## src/rtl/ppb_pkg.sv

```systemverilog
package ppb_pkg;
    typedef enum logic [2:0] {
        ST_IDLE,
        ST_LOAD,
        ST_LWR,
        ST_LRD,
        ST_ISSUE,
        ST_PULL,
        ST_PUSH,
        ST_RETIRE
    } ppb_st_e;

    typedef enum logic [1:0] {
        TG_REG  = 2'b00,
        TG_SRAM = 2'b01,
        TG_DRAM = 2'b10
    } ppb_tgt_e;
endpackage

```

## src/rtl/ppb_wbuf.sv

```systemverilog
module ppb_wbuf #(
    parameter int DW    = 32,
    parameter int DEPTH = 16,
    localparam int PW   = $clog2(DEPTH)
) (
    input  logic          clk,
    input  logic          we,
    input  logic [PW-1:0] waddr,
    input  logic [DW-1:0] wdata,
    input  logic [PW-1:0] raddr,
    output logic [DW-1:0] rdata
);
    logic [DW-1:0] mem [DEPTH];

    always_ff @(posedge clk) begin
        if (we) mem[waddr] <= wdata;
    end

    assign rdata = mem[raddr];
endmodule

```

## src/rtl/ppb_lcsr.sv

```systemverilog
module ppb_lcsr #(
    parameter int DW   = 32,
    parameter int NREG = 4,
    localparam int LW  = $clog2(NREG),
    localparam int BW  = DW / 8
) (
    input  logic          clk,
    input  logic          rst_n,
    input  logic          we,
    input  logic [LW-1:0] widx,
    input  logic [BW-1:0] be_n,
    input  logic [DW-1:0] wdata,
    input  logic [LW-1:0] ridx,
    output logic [DW-1:0] rdata
);
    logic [DW-1:0] regs [NREG];

    for (genvar r = 0; r < NREG; r++) begin : g_reg
        logic [DW-1:0] val_q;
        always_ff @(posedge clk or negedge rst_n) begin
            if (!rst_n) begin
                val_q <= '0;
            end else if (we && widx == LW'(r)) begin
                for (int b = 0; b < BW; b++) begin
                    if (!be_n[b]) val_q[8*b +: 8] <= wdata[8*b +: 8];
                end
            end
        end
        assign regs[r] = val_q;
    end

    assign rdata = regs[ridx];
endmodule

```

## src/rtl/tgt_ppb_bridge.sv

```systemverilog
module tgt_ppb_bridge
    import ppb_pkg::*;
#(
    parameter int AW     = 32,
    parameter int DW     = 32,
    parameter int IW     = 4,
    parameter int BEATS  = 16,
    parameter int NLOC   = 4,
    parameter int RG_LSB = 16,
    localparam int CW    = $clog2(BEATS) + 1,
    localparam int BW    = DW / 8
) (
    input  logic          clk,
    input  logic          rst_n,
    input  logic          af_valid,
    input  logic [1:0]    af_bar,
    input  logic          af_write,
    input  logic [AW-1:0] af_addr,
    input  logic [BW-1:0] af_be_n,
    input  logic [CW-1:0] af_len,
    output logic          af_pop,
    input  logic          wd_valid,
    input  logic [DW-1:0] wd_data,
    output logic          wd_rdy,
    output logic          cmd_valid,
    output logic [1:0]    cmd_tgt,
    output logic          cmd_wr,
    output logic [AW-1:0] cmd_addr,
    output logic [IW-1:0] cmd_id,
    output logic [CW-1:0] cmd_cnt,
    input  logic          pull_valid,
    input  logic [IW-1:0] pull_id,
    output logic [DW-1:0] pull_data,
    input  logic          push_valid,
    input  logic [IW-1:0] push_id,
    input  logic [DW-1:0] push_data,
    output logic          rf_we,
    output logic [DW-1:0] rf_data,
    output logic          err
);
    localparam int PW = $clog2(BEATS);
    localparam int LW = $clog2(NLOC);

    typedef struct packed {
        ppb_st_e       st;
        logic [1:0]    tgt;
        logic          wr;
        logic [AW-1:0] addr;
        logic [BW-1:0] be_n;
        logic [CW-1:0] cnt;
        logic [PW-1:0] ptr;
        logic [IW-1:0] tid;
        logic          bad;
        logic [LW-1:0] lidx;
        logic [DW-1:0] lrd;
    } regs_t;

    regs_t q, d;

    logic          buf_we, lc_we;
    logic [DW-1:0] buf_rdata, lc_rdata;
    logic          is_loc, is_scr, refuse, last, pull_hit, push_hit;

    ppb_wbuf #(.DW(DW), .DEPTH(BEATS)) u_wbuf (
        .clk   (clk),
        .we    (buf_we),
        .waddr (q.ptr),
        .wdata (wd_data),
        .raddr (q.ptr),
        .rdata (buf_rdata)
    );

    ppb_lcsr #(.DW(DW), .NREG(NLOC)) u_lcsr (
        .clk   (clk),
        .rst_n (rst_n),
        .we    (lc_we),
        .widx  (q.lidx),
        .be_n  (q.be_n),
        .wdata (wd_data),
        .ridx  (af_addr[2 +: LW]),
        .rdata (lc_rdata)
    );

    always_comb begin
        is_loc   = (af_bar == 2'd0) && (af_addr[RG_LSB +: 4] == 4'h0);
        is_scr   = (af_bar == 2'd0) && (af_addr[RG_LSB +: 4] == 4'h1);
        refuse   = (af_bar == 2'd3) || (is_scr && !af_write && (af_be_n != '0));
        last     = ({1'b0, q.ptr} == (q.cnt - CW'(1)));
        pull_hit = pull_valid && (pull_id == q.tid);
        push_hit = push_valid && (push_id == q.tid);

        d         = q;
        buf_we    = 1'b0;
        lc_we     = 1'b0;
        wd_rdy    = 1'b0;
        cmd_valid = 1'b0;
        pull_data = '0;
        rf_we     = 1'b0;
        rf_data   = '0;
        af_pop    = 1'b0;
        err       = 1'b0;

        case (q.st)
            ST_IDLE: begin
                if (af_valid) begin
                    d.tgt  = af_bar;
                    d.wr   = af_write;
                    d.addr = af_addr;
                    d.be_n = af_be_n;
                    d.ptr  = '0;
                    d.bad  = 1'b0;
                    d.lidx = af_addr[2 +: LW];
                    if (af_bar == 2'd0)
                        d.cnt = CW'(1);
                    else if (af_len == '0 || af_len > CW'(BEATS))
                        d.cnt = CW'(BEATS);
                    else
                        d.cnt = af_len;
                    if (refuse) begin
                        d.bad = 1'b1;
                        d.st  = ST_RETIRE;
                    end else if (is_loc) begin
                        d.lrd = lc_rdata;
                        d.st  = af_write ? ST_LWR : ST_LRD;
                    end else if (af_write && af_bar != 2'd0) begin
                        d.st = ST_LOAD;
                    end else begin
                        d.st = ST_ISSUE;
                    end
                end
            end
            ST_LOAD: begin
                wd_rdy = 1'b1;
                if (wd_valid) begin
                    buf_we = 1'b1;
                    d.ptr  = q.ptr + PW'(1);
                    if (last) begin
                        d.ptr = '0;
                        d.st  = ST_ISSUE;
                    end
                end
            end
            ST_LWR: begin
                wd_rdy = 1'b1;
                if (wd_valid) begin
                    lc_we = 1'b1;
                    d.st  = ST_RETIRE;
                end
            end
            ST_LRD: begin
                rf_we   = 1'b1;
                rf_data = q.lrd;
                d.st    = ST_RETIRE;
            end
            ST_ISSUE: begin
                cmd_valid = 1'b1;
                d.st      = q.wr ? ST_PULL : ST_PUSH;
            end
            ST_PULL: begin
                if (pull_hit) begin
                    pull_data = (q.tgt == TG_REG) ? wd_data : buf_rdata;
                    wd_rdy    = (q.tgt == TG_REG);
                    d.ptr     = q.ptr + PW'(1);
                    if (last) begin
                        d.tid = q.tid + IW'(1);
                        d.st  = ST_RETIRE;
                    end
                end
            end
            ST_PUSH: begin
                if (push_hit) begin
                    rf_we   = 1'b1;
                    rf_data = push_data;
                    d.ptr   = q.ptr + PW'(1);
                    if (last) begin
                        d.tid = q.tid + IW'(1);
                        d.st  = ST_RETIRE;
                    end
                end
            end
            ST_RETIRE: begin
                af_pop = 1'b1;
                err    = q.bad;
                d.st   = ST_IDLE;
            end
            default: d.st = ST_IDLE;
        endcase
    end

    always_ff @(posedge clk or negedge rst_n) begin
        if (!rst_n) begin
            q    <= '0;
            q.st <= ST_IDLE;
        end else begin
            q <= d;
        end
    end

    assign cmd_tgt  = q.tgt;
    assign cmd_wr   = q.wr;
    assign cmd_addr = q.addr;
    assign cmd_id   = q.tid;
    assign cmd_cnt  = q.cnt;
endmodule

```

## config.mk

```make
export PLATFORM = sky130hd
export DESIGN_NAME = tgt_ppb_bridge
export DESIGN_NICKNAME = d
export VERILOG_FILES = /design/src/rtl/ppb_pkg.sv /design/src/rtl/ppb_wbuf.sv /design/src/rtl/ppb_lcsr.sv /design/src/rtl/tgt_ppb_bridge.sv
export SDC_FILE = /design/constraint.sdc
export NUM_CORES = 1
export LEC_CHECK = 0
export CORE_MARGIN = 10
export CORE_UTILIZATION = 45
export DETAILED_ROUTE_END_ITERATION = 8
export DONT_BUFFER_PORTS = 1
export PLACE_DENSITY_LB_ADDON = 0.08
export SYNTH_ARGS = -nofsm -noshare
export SYNTH_HDL_FRONTEND = slang
export SYNTH_SLANG_ARGS = --single-unit
export TNS_END_PERCENT = 10
```

## constraint.sdc

```tcl
create_clock -name clk -period 5.3 [get_ports clk]
set_input_delay 0.53 -clock clk [delete_from_list [all_inputs] [get_ports clk]]
set_output_delay 0.53 -clock clk [all_outputs]
set_load 0.1 [all_outputs]
```

==> results.yml <==
status:
  status: "finished with violations"
  violations: "negative hold slack"
pwr:
  peakVddDrop_v: 0.0004730
  powerDensity_mw_per_mm2: 498.7
  power_mw: 16.98
  p_leak_nw: 12.28
routing:
  ant_nets: 0
  routedWlPerCell_um: 29.01
  first_pass_iters: 5
  drt_iter0_drc: 1055
  num_vias: 15290
  wirelength_mm: 76.46
  drc: 0
  vias_per_cell: 5.800
sta:
  hold_viol_final: 216
  whs_ps: -369.9
  clock_skew_ps: 18.16
  max_slew_margin_pct: 27.00
  post-route-period-util_pct: 82.58
  worst_slew_pin_slew_ps: 1095
  fmax_mhz: 228.5
  tns_ps: 0
  grt_setup_unrepaired: "false"
  drv_slew: 0
  period_minus_slack_ps: 4377
  setup_viol: 0
  layout_setup_ws_ps: 923.2
clocking:
  cts_setup_buffers: 0
  cts_hold_buffers: 63
  h-tree-depth: 3
  clk-insertion-delay-late_ps: 610
  cts-root-buf: "clkbuf_16"
  cts.sinks: 728
  clk_pin_slew_ps: 50
  cts-buffers-inserted: 77
  clock_path_buffers: 3
  tritoncts: "yes"
  post_cts_resized: 0
placed_design:
  place.gp.congestion: 0.7364
  port_buffers: 0
  placed_cells: 2442
  pre_cts_slack_ps: 1468
  hpwlAfterDp_mm: 42.74
floorplanning:
  die_area_mm2: 0.07708
  core_mm2: 0.06575
  io_pins: 235
  die_h_um: 277.6
  initial_core_util_pct: 45.43
  fp-row-count: 94
  die_w_um: 277.6
worst_setup_path:
  cp_max_fo: 32
  worstSetupStartpointType: "flop"
  r2r_slack_ps: 2020
  crit_path_end_kind: "output pin"
  r2r_cells: 4
  worst_r2r_endpoint: "u_wbuf.mem[11][28]"
  reg2reg_from: "q[40]"
  path_class: "flop to output pin"
  arrival_ps: 3850
  required_ps: 4770
worst_hold_path:
  hp-class: "input pin to asynchronous set/reset pin"
final_layout:
  final_nets: 1849
  fill_cells: 5305
  multi_input_area_mm2: 0.008611
  regArea_mm2: 0.02079
  drive_gt1_share_pct: 31.55
  antenna_cells: 0
  area_growth_pct: 14.03
  final_cells: 2636
yosys:
  async_flop_share_pct: 29.67
  yosysWarningCount: 0
  syn_nets: 1767
  syn_inst: 1638
  synth-seq-cells: 728
  synth_ff_type: "edfxtp_1"
  avgSynthCellArea_um2: 18.23
  synth_edf_count: 512
  synth_area_mm2: 0.02987
  ys_seq_area_share_pct: 69.57
  ys_types: 50
global_routing:
  grt_pass1_vias: 16400
  grt_pass1_wl_mm: 112.8
  grt_max_degree: 217
  grt.total_usage_pct: 19.73
  grt_overflow: 0
  antenna_found_initial: 6
run:
  maxCapViolations: 0
cell families (layout without fill, tap and decap cells):
| kind of cell | after synthesis | after routing | share of synthesized area, % |
|---|---|---|---|
| buffers and inverters | 137 | 271 | 2.576 |
| adders and majority gates | 8 | 8 | 0.3267 |
| AOI/OAI and AO/OA | 100 | 100 | 2.237 |
| xor gates and xnor gates | 16 | 16 | 0.4692 |
| and+or+nand+nor | 293 | 293 | 4.156 |
| muxes | 356 | 356 | 20.66 |
| DFF | 728 | 728 | 69.57 |
where the power goes:
| group | internal [mW] | total [mW] | switching [mW] |
|---|---|---|---|
| sequential | 6.71 | 8.37 | 1.66 |
| clock | 2.95 | 5.09 | 2.13 |
| combinational | 1.75 | 3.53 | 1.78 |
| total | 11.4 | 17.0 | 5.57 |
layout by cell type, fill, tap and decap left out, drive strengths merged, types with 3 or more instances in the layout:
cell type | Yosys | final
o22ai | 6 | 6
nand3 | 6 | 6
xor2 | 9 | 9
a21oi | 42 | 42
mux2 | 164 | 164
nand3b | 3 | 3
edfxtp | 512 | 512
nor2 | 39 | 39
or2 | 8 | 8
or4 | 3 | 3
nand2b | 6 | 6
bufinv | 0 | 4
nand2 | 208 | 208
buf | 83 | 67
xnor2 | 7 | 7
clkinv | 0 | 23
mux4 | 192 | 192
nor3 | 10 | 10
dlygate4sd3 | 0 | 63
ha | 7 | 7
o21ai | 8 | 8
clkbuf | 44 | 101
dfrtp | 216 | 216
a22o | 32 | 32
inv | 10 | 11
how the worst max path moves through the flow:
stage	from	endpoint	slack [ps]	depth (start not counted)
after floorplan	q[40]	u_wbuf.mem[1][0]	1410	7
after global placement	cmd_id[1]	pull_data[28]	1590	5
after detailed placement	cmd_id[1]	pull_data[29]	1470	5
after CTS	cmd_id[1]	pull_data[29]	810	5
after global routing	cmd_id[1]	pull_data[11]	690	5
final	cmd_id[1]	pull_data[29]	920	5
synth_stat cells (all sizes together), types with 3 or more instances:
library cell,number,area [um2]
a21oi,42,210.2
a22o,32,280.3
buf,83,566.8
clkbuf,44,165.2
dfrtp,216,5405
edfxtp,512,15370
ha,7,87.58
inv,10,37.54
mux2,164,1847
mux4,192,4324
nand2,208,780.8
nand2b,6,37.54
nand3,6,30.03
nand3b,3,22.52
nor2,39,166.4
nor3,10,55.05
o21ai,8,40.04
o22ai,6,37.54
or2,8,50.05
or4,3,26.27
xnor2,7,61.31
xor2,9,78.83
worst max-delay path, stage by stage (launching register included):
cell and delay, ps:
dfrtp_1 1040, xor2_1 170, nor4_2 560, nand3_4 740
a21oi_2 360, buf_4 330
routing by layer:
metal  up-vias  global-route usage, %  share of wire, %
met5         -                      0                 0
met1      8258                  27.28                44
met4         0                  4.450               1.3
met2       435                  31.55                48
met3        74                  4.463               6.4
li1       6523                      -                 -
per-stage QoR:
step	utilization (%)	area (um2)
2_1_floorplan	-	29870
3_3_place_gp	47.29	31090
3_5_place_dp	47.29	31090
4_1_cts	51.80	34060
5_1_grt	51.80	34060
6_report	51.80	34060
sequential cells by signal, summed over array words and instances (netlist names):
signal,cells
u_wbuf.mem,512
u_lcsr.g.val_q,128
q,44
cmd_addr,32
cmd_cnt,5
cmd_id,4
cmd_tgt,2
cmd_wr,1
layout make-up:
type / count / area share (%)
sequential: 728 / 61.04
clock buffer: 101 / 6.135
tap: 864 / 3.174
inverter: 10 / 0.1102
clock inverter: 30 / 0.7237
timing repair buffer: 130 / 3.534
multi-input combinational: 773 / 25.28
Note: power is estimated with default switching activity, not from simulation.
